--- src/rtl/src_ring_pkg.sv ---
package src_ring_pkg;
    localparam int DESC_W      = 64;
    localparam int DESC_BYTES  = 8;
    localparam int ID_W        = 14;
    localparam int FLAG_GATHER = 0;
    localparam int FLAG_SWAP   = 1;

    typedef enum logic [2:0] {
        ST_IDLE,
        ST_FETCH,
        ST_CHECK,
        ST_READ,
        ST_EMIT
    } eng_state_t;

    typedef struct packed {
        logic [15:0] flags;
        logic [15:0] nbytes;
        logic [31:0] buf_addr;
    } desc_t;
endpackage

--- src/rtl/ring_index.sv ---
module ring_index #(
    parameter int IDXW = 16
) (
    input  logic [IDXW:0]   size,
    input  logic [IDXW-1:0] rd,
    input  logic [IDXW-1:0] wr,
    output logic [IDXW-1:0] mask,
    output logic [IDXW-1:0] next_rd,
    output logic            pending,
    output logic            full
);
    logic [IDXW-1:0] gap;

    always_comb begin
        mask    = (size == '0) ? '0 : IDXW'(size - 1'b1);
        next_rd = (rd + IDXW'(1)) & mask;
        gap     = (wr - (rd - IDXW'(1))) & mask;
        pending = (size != '0) && (rd != wr);
        full    = (size != '0) && (gap == '0);
    end
endmodule

--- src/rtl/lane_pack.sv ---
module lane_pack #(
    parameter int DW   = 32,
    parameter int REMW = 17
) (
    input  logic [DW-1:0]     word_in,
    input  logic              swap,
    input  logic [REMW-1:0]   remaining,
    output logic [DW-1:0]     word_out,
    output logic [DW/8-1:0]   keep,
    output logic              final_word
);
    localparam int WB = DW / 8;

    for (genvar i = 0; i < WB; i++) begin : g_lane
        assign word_out[8*i +: 8] = swap ? word_in[8*(WB-1-i) +: 8] : word_in[8*i +: 8];
        assign keep[i]            = remaining > REMW'(i);
    end

    assign final_word = remaining <= REMW'(WB);
endmodule

--- src/rtl/cfg_regs.sv ---
module cfg_regs #(
    parameter int IDXW = 16,
    parameter int AW   = 32
) (
    input  logic            clk,
    input  logic            rst_n,
    input  logic            we,
    input  logic [1:0]      addr,
    input  logic [31:0]     wdata,
    input  logic [IDXW-1:0] mask,
    output logic [AW-1:0]   base,
    output logic [IDXW:0]   size,
    output logic [IDXW-1:0] wr_idx,
    output logic [15:0]     max_len,
    output logic            swap_all,
    output logic            size_wr
);
    assign size_wr = we && (addr == 2'd1);

    always_ff @(posedge clk or negedge rst_n) begin
        if (!rst_n) begin
            base     <= '0;
            size     <= '0;
            wr_idx   <= '0;
            max_len  <= 16'hFFFF;
            swap_all <= 1'b0;
        end else if (we) begin
            unique case (addr)
                2'd0: base <= AW'(wdata);
                2'd1: begin
                    size   <= (IDXW+1)'(wdata);
                    wr_idx <= '0;
                end
                2'd2: wr_idx <= IDXW'(wdata) & mask;
                default: begin
                    max_len  <= wdata[15:0];
                    swap_all <= wdata[16];
                end
            endcase
        end
    end
endmodule

--- src/rtl/src_ring_engine.sv ---
module src_ring_engine
    import src_ring_pkg::*;
#(
    parameter int IDXW = 16,
    parameter int AW   = 32,
    parameter int DW   = 32
) (
    input  logic                  clk,
    input  logic                  rst_n,
    input  logic                  reg_we,
    input  logic [1:0]            reg_addr,
    input  logic [31:0]           reg_wdata,
    output logic [IDXW-1:0]       rd_idx,
    output logic                  ring_full,
    output logic                  desc_req,
    output logic [AW-1:0]         desc_addr,
    input  logic                  desc_ack,
    input  logic [DESC_W-1:0]     desc_rdata,
    output logic                  data_req,
    output logic [AW-1:0]         data_addr,
    input  logic                  data_ack,
    input  logic [DW-1:0]         data_rdata,
    output logic                  out_valid,
    input  logic                  out_ready,
    output logic [DW-1:0]         out_data,
    output logic [DW/8-1:0]       out_keep,
    output logic                  out_last,
    output logic [ID_W-1:0]       out_id,
    output logic                  done_pulse,
    output logic [ID_W-1:0]       done_id,
    output logic                  err_pulse
);
    localparam int WB   = DW / 8;
    localparam int REMW = 17;

    eng_state_t      st, st_nx;
    desc_t           desc_q;
    logic [AW-1:0]   ring_base;
    logic [IDXW:0]   ring_size;
    logic [IDXW-1:0] wr_idx, ring_mask, next_rd;
    logic [15:0]     max_len;
    logic            swap_all, size_wr, pending;
    logic [REMW-1:0] remain;
    logic [AW-1:0]   ptr;
    logic [DW-1:0]   swapped;
    logic            final_word, bad_desc, gather, swap_eff;

    cfg_regs #(.IDXW(IDXW), .AW(AW)) u_cfg (
        .clk(clk), .rst_n(rst_n), .we(reg_we), .addr(reg_addr), .wdata(reg_wdata),
        .mask(ring_mask), .base(ring_base), .size(ring_size), .wr_idx(wr_idx),
        .max_len(max_len), .swap_all(swap_all), .size_wr(size_wr)
    );

    ring_index #(.IDXW(IDXW)) u_idx (
        .size(ring_size), .rd(rd_idx), .wr(wr_idx), .mask(ring_mask),
        .next_rd(next_rd), .pending(pending), .full(ring_full)
    );

    lane_pack #(.DW(DW), .REMW(REMW)) u_lane (
        .word_in(data_rdata), .swap(swap_eff), .remaining(remain),
        .word_out(swapped), .keep(out_keep), .final_word(final_word)
    );

    assign gather   = desc_q.flags[FLAG_GATHER];
    assign swap_eff = desc_q.flags[FLAG_SWAP] | swap_all;
    assign bad_desc = (desc_q.nbytes == 16'd0) || (desc_q.nbytes > max_len);

    // state register
    always_ff @(posedge clk or negedge rst_n) begin
        if (!rst_n) st <= ST_IDLE;
        else        st <= st_nx;
    end

    // transitions
    always_comb begin
        st_nx = st;
        unique case (st)
            ST_IDLE:  if (pending) st_nx = ST_FETCH;
            ST_FETCH: if (desc_ack) st_nx = ST_CHECK;
            ST_CHECK: st_nx = bad_desc ? ST_IDLE : ST_READ;
            ST_READ:  if (data_ack) st_nx = ST_EMIT;
            ST_EMIT:  if (out_ready) st_nx = final_word ? ST_IDLE : ST_READ;
            default:  st_nx = ST_IDLE;
        endcase
    end

    // outputs and datapath
    always_ff @(posedge clk or negedge rst_n) begin
        if (!rst_n) begin
            desc_q     <= '0;
            remain     <= '0;
            ptr        <= '0;
            rd_idx     <= '0;
            out_data   <= '0;
            done_pulse <= 1'b0;
            done_id    <= '0;
            err_pulse  <= 1'b0;
        end else begin
            done_pulse <= 1'b0;
            err_pulse  <= 1'b0;
            unique case (st)
                ST_FETCH: if (desc_ack) desc_q <= desc_t'(desc_rdata);
                ST_CHECK: begin
                    if (bad_desc) begin
                        err_pulse <= 1'b1;
                        rd_idx    <= next_rd;
                    end else begin
                        remain <= REMW'(desc_q.nbytes);
                        ptr    <= AW'(desc_q.buf_addr);
                    end
                end
                ST_READ: if (data_ack) out_data <= swapped;
                ST_EMIT: begin
                    if (out_ready) begin
                        if (final_word) begin
                            rd_idx <= next_rd;
                            if (!gather) begin
                                done_pulse <= 1'b1;
                                done_id    <= desc_q.flags[15:2];
                            end
                        end else begin
                            remain <= remain - REMW'(WB);
                            ptr    <= ptr + AW'(WB);
                        end
                    end
                end
                default: ;
            endcase
            if (size_wr) rd_idx <= '0;
        end
    end

    assign desc_req  = (st == ST_FETCH);
    assign desc_addr = ring_base + (AW'(rd_idx) << 3);
    assign data_req  = (st == ST_READ);
    assign data_addr = ptr;
    assign out_valid = (st == ST_EMIT);
    assign out_last  = final_word && !gather;
    assign out_id    = desc_q.flags[15:2];
endmodule

--- config.mk ---
export PLATFORM = sky130hd
export DESIGN_NAME = src_ring_engine
export DESIGN_NICKNAME = d
export VERILOG_FILES = /design/src/rtl/src_ring_pkg.sv /design/src/rtl/ring_index.sv /design/src/rtl/lane_pack.sv /design/src/rtl/cfg_regs.sv /design/src/rtl/src_ring_engine.sv
export SDC_FILE = /design/constraint.sdc
export NUM_CORES = 1
export LEC_CHECK = 0
export ABC_AREA = 1
export BUFFER_PORTS_ARGS = -buffer_cell sky130_fd_sc_hd__clkbuf_2
export CAP_MARGIN = 5
export CORE_ASPECT_RATIO = 2
export CORE_UTILIZATION = 57
export CTS_CLUSTER_DIAMETER = 40
export DETAILED_ROUTE_END_ITERATION = 8
export PLACE_DENSITY_LB_ADDON = 0.12
export SYNTH_ARGS = -nofsm -noshare
export SYNTH_HDL_FRONTEND = slang
export SYNTH_SLANG_ARGS = --single-unit
--- constraint.sdc ---
create_clock -name clk -period 3.48 [get_ports clk]
set_input_delay 0.696 -clock clk [delete_from_list [all_inputs] [get_ports clk]]
set_output_delay 0.696 -clock clk [all_outputs]
set_load 0.05 [all_outputs]
* Yosys cells after proc, flatten, opt, wreduce, memory -nomap -nowiden
Cells that the tools add are included.
** Word-level totals
- Register bits :: 262
- Bits in latches :: 0
- RAM bits :: 0
- ROM bits :: 0
- Output and inout port bits :: 151
- Word-level logic and storage cells :: 109
- Memories :: 0
** Cells by class
- Add/sub/neg operators :: 7
- Multipliers :: 0
- Div/mod/pow operators :: 0
- Order comparisons :: 6
- Eq/ne operators :: 16
- Shift operators :: 0
- Multiplexer cells :: 32
- Bitwise logic cells :: 6
- Reductions and logical operators :: 26
** Operators with widths (number)
- $mux 32 :: 3
- $mux 16 :: 5
- $pmux 16 s2 :: 2
- $pmux 32 s2 :: 1
- $mux 17 :: 3
- $and 16x16->16 :: 3
- $gt 17x1->1 const B :: 2
- $gt 17x2->1 const B :: 2
- $pmux 17 s2 :: 1
- $add 32x19->32 :: 1
- $add 32x3->32 const B :: 1
- $logic_not 16->1 :: 2
- $mux 8 :: 4
- $sub 16x1->16 const B :: 2
- $le 17x3->1 const B :: 1
- $logic_not 17->1 :: 1
- $reduce_bool 17->1 :: 1
- $sub 17x3->17 const B :: 1
- $add 16x1->16 const B :: 1
- $gt 16x16->1 :: 1
- $ne 16x16->1 :: 1
- $reduce_and 4->1 :: 4
- $sub 16x16->16 :: 1
- $pmux 3 s5 :: 1
- other kinds (23) :: 48

* Longest topological paths before layout
Gate-level depths: netlist (run 1).
- Depth after elaboration :: 7
- Mapped depth :: 19
- Mapped depth without buffers :: 18

* Cells and area by module
Synthesis (run 1) repeated with hierarchy kept, for this count alone.
** Second synthesis, totals
- Cells, all modules :: 2076
- Area, all modules :: 16308.1 µm²
** Modules (own cells, without submodules)
- src_ring_engine :: times used 1, cells an instance 1199, area an instance 10323.7 µm², sequential area each 4504.3 µm²
- cfg_regs :: times used 1, cells an instance 325, area an instance 3194.3 µm², sequential area each 2072.0 µm²
- ring_index :: times used 1, cells an instance 435, area an instance 2245.9 µm², sequential area each 0.0 µm²
- lane_pack :: times used 1, cells an instance 117, area an instance 544.3 µm², sequential area each 0.0 µm²

* Worst setup path after synthesis (run 1)
No wires, ideal clock.
- Path kind :: flip-flop to output port
- Start :: register rd_idx[1]
- End :: output port ring_full
- Arrival :: 3192 ps
- Required time :: 2784 ps
- Slack :: -408 ps
- Stages on the path, launching flop included :: 17
- Path buffers :: 0
- Path through :: dfrtp_1 -> ha_1 -> inv_1 -> ha_1 -> inv_1 -> fa_1 -> o21ai_0 -> nand2_1 -> nand2_1 -> nand2_1 -> nand2_1 -> nand2_1 -> nand3b_1 -> nand2_1 -> inv_1 -> nand2_1 -> nor2_1
** Between the ends
- Word-level cells in the longest chain between the ends :: 5
** Ends and longest elaborated chain
- from (decl) :: line src_ring_engine.sv:13 : output logic [IDXW-1:0] rd_idx,
- from (signal assigned) :: line src_ring_engine.sv:106 : rd_idx <= next_rd;
- from (signal assigned) :: line src_ring_engine.sv:116 : rd_idx <= next_rd;
- $sub 16x1->16 :: line ring_index.sv:17 : gap = (wr - (rd - IDXW'(1))) & mask;
- $sub 16x16->16 :: line ring_index.sv:17
- $and 16x16->16 :: line ring_index.sv:17
- $logic_not 16->1 :: line ring_index.sv:19 : full = (size != '0) && (gap == '0);
- $logic_and 1x1->1 :: line ring_index.sv:19
- to (decl) :: line src_ring_engine.sv:14 : output logic ring_full,
No other way between the ends.

* Worst setup path after layout (run 1)
- Start :: register rd_idx[0]
- End :: output port desc_addr[21]
** Between the ends
- Word-level cells in the longest chain between the ends :: 1
** Ends and longest elaborated chain
- $add 32x19->32 :: line src_ring_engine.sv:134 : assign desc_addr = ring_base + (AW'(rd_idx) << 3);
- to (decl) :: line src_ring_engine.sv:16 : output logic [AW-1:0] desc_addr,
No other way between the ends.

==> impl_metrics.toml, run 1 <==
[routing]
wl_per_cell_um = 19.1
ant_nets = 0
drc = 0
detail_route.vias_per_cell = 5.65
firstDrtPassIters = 5
drt_iter0_drc = 1015
routed_wl_mm = 52.0
vias = 15400

[logic_synthesis]
synth_ff_type = "dfrtp_1"
netlist_instances = 2060
synth.distinct_cells = 48
synth_nets = 2269
yosysTopAreaCellShare = 0.390
netlist_area_mm2 = 0.0158
synth.avg_cell_area_um2 = 7.65
ys_seq_elements = 262
synthTopCellsByArea = "dfrtp_1 39%, nand2_1 14%, ha_1 5.6%"
yosysWarnings = 0
synth-edff-count = 0
yosysSeqAreaShare = 0.417
async_flop_share = 1.00
yosys.area.top_type = "dfrtp_1"

[critical_path]
worstPathMaxFanout = 4
arrival_ps = 2970
rr_startpoint = "u_cfg.max_len[7]$_DFFE_PN1P_"
worstSetupStartpointType = "flip-flop"
rrSetupSlack_ps = 830
crit_path_end = "desc_addr[21]"
end_kind = "output pin"
worst_ep_required_time_ps = 2780
crit_start = "rd_idx[0]$_DFFE_PN0P_"
r2r_end = "data_addr[20]$_DFFE_PN0P_"
reg2reg_depth = 15
critical_path_class = "flip-flop to output pin"

[floorplanning]
rows = 85
dieArea_mm2 = 0.0284
initial_core_util = 0.584
die_h_um = 237
num_io_pins = 287
core_area_mm2 = 0.0270
die_x_um = 120

[status]
violations = "negative setup slack"
status = "finished with violations"

[clocking]
cts.clk_slew.worst_paths_ps = 70
cts_max_level = 1
insertion_delay_ps = 540
clockBufferDepth = 3
cts_sinks = 262
cts_made_buffers = 27
cts_tree = "yes"
cts_root_buffer = "clkbuf_16"

[layout]
final-seq-area_mm2 = 0.00658
nFillCells = 2196
finalNetCount = 2568
area_growth_pct = 24.4
fin_util = 0.726
multiInputGateArea_mm2 = 0.00858
drive_gt1_frac = 0.255

[power_and_ir_drop]
power_density_mw_per_mm2 = 831
ir_drop_v = 0.000595
power_leakage_nw = 10.3

[sta]
slew_headroom = 0.291
finalSetupViolCount = 12
rsz0062_at_grt = "true"
holdWs_ps = 164
finalHoldViolations = 0
slew_viol_final = 0
fin_crit_sh = 1.05
finalWorstPathRequiredPeriod_ps = 3660
worstMarginPinSlew_ps = 1060
setup_ws_ps = -181
fmax_mhz = 273
fin_skew_ps = 8.94

[global_route]
grt-ovfl-total = 0
antenna_found_initial = 1
grt_pass1_wl_mm = 79.7
grt_max_degree = 99
grt_use_total = 0.364
grt_pass1_vias = 15500

[job]
max-cap-violations = 0

[placed_design]
gp_congestion = 0.981
dp_hpwl_mm = 38.6
port_buffers = 286

[min_path]
hold_path.class = "input pin to asynchronous set/reset pin"
-- repair_timing --
action,CTS,global route
cloned,1,0
setup endpoints to repair,21,23
resized for setup,88,112
hold buffers,0,0
pin swaps,17,31
setup buffers,11,16
-- area by class of cell --
cell class	count	share of cell area
multi-input cells	1491	0.438
flip-flops and latches	262	0.336
repair buffers	348	0.109
inverters	229	0.0441
clock buffers	34	0.0378
well taps	348	0.0222
clock inverters	15	0.0130
diodes	1	0.000128
-- layout by cell type (no fill, tap or decap), types with 27 or more instances in the layout --
| master | synthesis | routed |
|---|---|---|
| dfrtp_1 | 246 | 241 |
| clkbuf_16 | 0 | 28 |
| xor2_1 | 37 | 31 |
| ha_1 | 71 | 48 |
| nor3_1 | 35 | 33 |
| mux2_2 | 47 | 47 |
| nand2_1 | 601 | 576 |
| inv_1 | 223 | 218 |
| buf_4 | 19 | 55 |
| nor2_1 | 164 | 156 |
| o21ai_0 | 162 | 157 |
| a21oi_1 | 80 | 64 |
| nand3_1 | 111 | 97 |
| nand4_1 | 47 | 47 |
| o21ai_1 | 26 | 27 |
| clkbuf_2 | 0 | 266 |
-- sequential cells by signal, indices dropped and copies added, names as in the netlist, 16 cells and up --
register and count:
u_cfg.size 17, out_data 32, data_addr 32, u_cfg.max_len 16, rd_idx 16, remain 17, u_cfg.wr_idx 16, u_cfg.base 32
desc_q 50
-- synthesized netlist by cell type, types with 6 or more instances --
cell type    n
xor2_1      37
nand4_1     47
o31ai_1      8
nor2_1     164
inv_1      223
xnor2_1     15
dfstp_2     16
buf_6        7
ha_1        71
clkbuf_1    38
buf_2       15
a32o_1       7
nor2_2       6
nor3_1      35
a21o_1       8
dfrtp_1    246
nand3_1    111
nand2_1    601
o21ai_1     26
o21ai_0    162
buf_4       19
mux2_2      47
nor4_1       8
a21oi_1     80
mux2i_1      6
a21boi_0     6
-- cells by family (layout without fill, tap and decap cells) --
| logic type | after synthesis | after routing | synth area share |
|---|---|---|---|
| buf+inv | 308 | 626 | 0.0825 |
| xor+xnor | 52 | 52 | 0.0289 |
| flops | 262 | 262 | 0.417 |
| fa+ha+maj | 73 | 73 | 0.0589 |
| other cells | 0 | 1 | 0 |
| mux | 53 | 53 | 0.0374 |
| simple gates | 996 | 997 | 0.266 |
| compound gates | 316 | 316 | 0.109 |
-- stage by stage --
stage	setup slack (ps)	setup TNS, ps	power [mW]	std cells	cell area (um^2)
floorplan	-193	-198	10.5	2060	15800
global placement	57.7	0	12.2	2651	17600
detailed placement	25.3	0	12.4	2651	17600
CTS	-191	-636	15.9	2712	19000
global route	-265	-2050	17.2	2728	19600
finish	-181	-1070	16.3	2728	19600
-- worst min-delay path by stage --
| stage | start | to | cells past startpoint | slack, ps |
|---|---|---|---|---|
| after global routing | rst_n | err_pulse$_DFF_PN0_ | 1 | 240 |
| after floorplan | rst_n | data_addr[0]$_DFFE_PN0P_ | 0 | 400 |
| after detailed placement | out_data[7]$_DFFE_PN0P_ | out_data[7]$_DFFE_PN0P_ | 2 | 470 |
| after global placement | out_data[5]$_DFFE_PN0P_ | out_data[5]$_DFFE_PN0P_ | 2 | 460 |
| final | rst_n | err_pulse$_DFF_PN0_ | 1 | 160 |
| after CTS | rst_n | err_pulse$_DFF_PN0_ | 1 | 200 |
-- metal layers --
metal  GRT usage  up-vias  routed length [um]
li1            -     7287                   -
met1       0.365     7307               17600
met2       0.668      594               27500
met3      0.0506      230                2580
met4       0.273        0                4380
met5           0        -                   0
-- worst max-delay path, stage by stage (launching register included) --
cell	delay, ps
dfrtp_2	410
buf_12	110
ha_4	120
inv_2	40
fa_2	410
o21ai_4	190
a21oi_2	100
o21ai_2	230
nand2_2	120
buf_6	150
nand2_8	100
nand2_4	60
xnor2_2	210
buf_8	170
-- report_power, final --
group          internal, mW  total, mW  switching (mW)  leakage [nW]
Combinational          2.50       7.98            5.48          6.60
Clock                  1.97       3.26            1.29         0.478
Sequential             4.07       5.06           0.999          3.21
Total                  8.53       16.3            7.77          10.3
No activity file was read; power rests on OpenSTA's default activity.
==> run 2, diff against run 1 <==
Settings changed: PLACE_DENSITY_LB_ADDON 0.12 to 0.3.
==> run 2 against run 1 <==
  * The run still ends with negative setup slack left
  * Clock-buffer cell count up 2
  * Clock power decreased by 5%
  * Maximum frequency is 1.5% lower
  * Worst setup slack got worse by 56 ps
  * Flip-flop and latch count did not move
  * Final cell count is 0.26% higher
  * Clock skew increased by 6.1 ps
  * Critical path depth grew 2
==> impl_metrics.toml, run 2 (synthesized netlist as in run 1, its figures left out) <==
[sta]
slew_viol_final = 0
slew_headroom = 0.279
setup_ws_ps = -237
fin_skew_ps = 15.1
holdWs_ps = 173
fmax_mhz = 269
fin_crit_sh = 1.07
finalWorstPathRequiredPeriod_ps = 3720
worstMarginPinSlew_ps = 1080
fin_setup_tns_ps = -1240
rsz0062_at_grt = "true"
finalHoldViolations = 0
finalSetupViolCount = 11

[floorplanning]
rows = 85
core_area_mm2 = 0.0270
dieArea_mm2 = 0.0284
die_x_um = 120
die_h_um = 237
initial_core_util = 0.584
num_io_pins = 287

[critical_path]
worst_ep_required_time_ps = 2780
worstPathMaxFanout = 2
worstSetupStartpointType = "flip-flop"
critical_path_class = "flip-flop to output pin"
end_kind = "output pin"
arrival_ps = 3020

[clocking]
clockBufferDepth = 3
cts_max_level = 1
insertion_delay_ps = 550
cts_tree = "yes"
cts_hold_buf = 0
cts_sinks = 262
cts.clk_slew.worst_paths_ps = 70
cts_made_buffers = 28
cts_root_buffer = "clkbuf_16"

[routing]
drt_iter0_drc = 1025
wl_per_cell_um = 19.7
routed_wl_mm = 53.9
ant_nets = 0
detail_route.vias_per_cell = 5.73
drc = 0
vias = 15700
firstDrtPassIters = 6

[min_path]
hold_path.class = "input pin to asynchronous set/reset pin"

[power_and_ir_drop]
power.switching_mw = 7.77
internal_power_mw = 8.28
p_clk_frac = 0.193
p_sw_frac = 0.484
power_leakage_nw = 10.2
ir_drop_v = 0.000740
pwr-share-comb = 0.491
p_seq_frac = 0.316
power_density_mw_per_mm2 = 827

[global_route]
grt_max_degree = 100
antenna_found_initial = 0
grt-ovfl-total = 0
grt_use_total = 0.378
grt_pass1_vias = 15800
grt_pass1_wl_mm = 82.3

[layout]
final_common_cell = "nand2_1"
drive_gt1_frac = 0.246
largest_reg_flops = 50
final_cell_mix = "581 x nand2_1, 266 x clkbuf_2, 244 x dfrtp_1"
finalNetCount = 2573
fin_area_mm2 = 0.0194
regMostFlops = "desc_q"
nFillCells = 2170
area_growth_pct = 23.1

[placed_design]
gp_congestion = 1.03
place_area_mm2 = 0.0177
dp_hpwl_mm = 40.6
port_buffers = 286
place_ws_ps = 87.6

[status]
violations = "negative setup slack"
status = "finished with violations"

[job]
max-cap-violations = 0
-- run 2: through the flow --
stage	cells	utilization	total power [mW]
floorplan	2060	-	10.5
global placement	2659	0.655	12.3
global route	2734	0.719	16.9
finish	2735	0.719	16.0
CTS	2725	0.706	15.8
detailed placement	2659	0.655	12.5
-- run 2: power groups by stage --
stage	clock network (mW)	registers, mW	logic (mW)
after global routing	3.23	5.16	8.54
after global placement	0	5.03	7.24
final	3.10	5.07	7.88
after CTS	3.13	5.03	7.62
after detailed placement	0	5.06	7.40
after floorplan	0	6.06	4.43
-- run 2: final cells by class --
cell class,count,area (um^2),share of cell area
multi-input combinational,1491,8400,0.433
sequential,262,6580,0.339
timing repair buffer,352,2170,0.112
inverter,229,865,0.0445
clock buffer,36,782,0.0403
tap,348,435,0.0224
clock inverter,16,176,0.00909
antenna,1,2.50,0.000129
-- run 2: per-layer routing --
metal	GRT usage	routed length (um)	vias to the layer above
li1	-	-	7306
met1	0.371	17800	7441
met2	0.696	28400	682
met3	0.0549	3040	251
met4	0.299	4670	0
met5	0	0	-
-- run 2: path summary, 6_finish.rpt --
check                                        startpoint                       endpoint  slack [ps]  cells after the start
max                               rd_idx[1]$_DFFE_PN0P_                      ring_full        -240                     15
max in group asynchronous                         rst_n  u_cfg.max_len[12]$_DFFE_PN1P_        2390                      2
min                                               rst_n       data_addr[2]$_DFFE_PN0P_         170                      1
min reg2reg                    out_data[14]$_DFFE_PN0P_       out_data[14]$_DFFE_PN0P_         480                      2
min in group clk                          desc_rdata[5]          desc_q[5]$_DFFE_PN0P_         370                      2
max reg2reg                u_cfg.max_len[7]$_DFFE_PN1P_      data_addr[30]$_DFFE_PN0P_         870                     15
-- run 2: repair_timing --
action | 4_1_cts | 5_1_grt
buffers inserted | 13 | 9
gates resized for setup | 76 | 74
pin swaps | 24 | 29
endpoints found under the setup margin | 22 | 22
hold endpoints to repair | 0 | 0
cloned | 1 | 0
-- run 2: critical path, cell delays in order, from the launching register on --
cell,delay (ps)
dfrtp_1,420
ha_4,270
inv_4,60
ha_4,140
inv_2,40
fa_2,370
buf_6,130
xnor2_1,110
nand2_1,60
nand3_1,90
nor2_2,150
nand3_2,90
nor2_2,150
nand3_1,110
nor2_2,140
buf_12,150
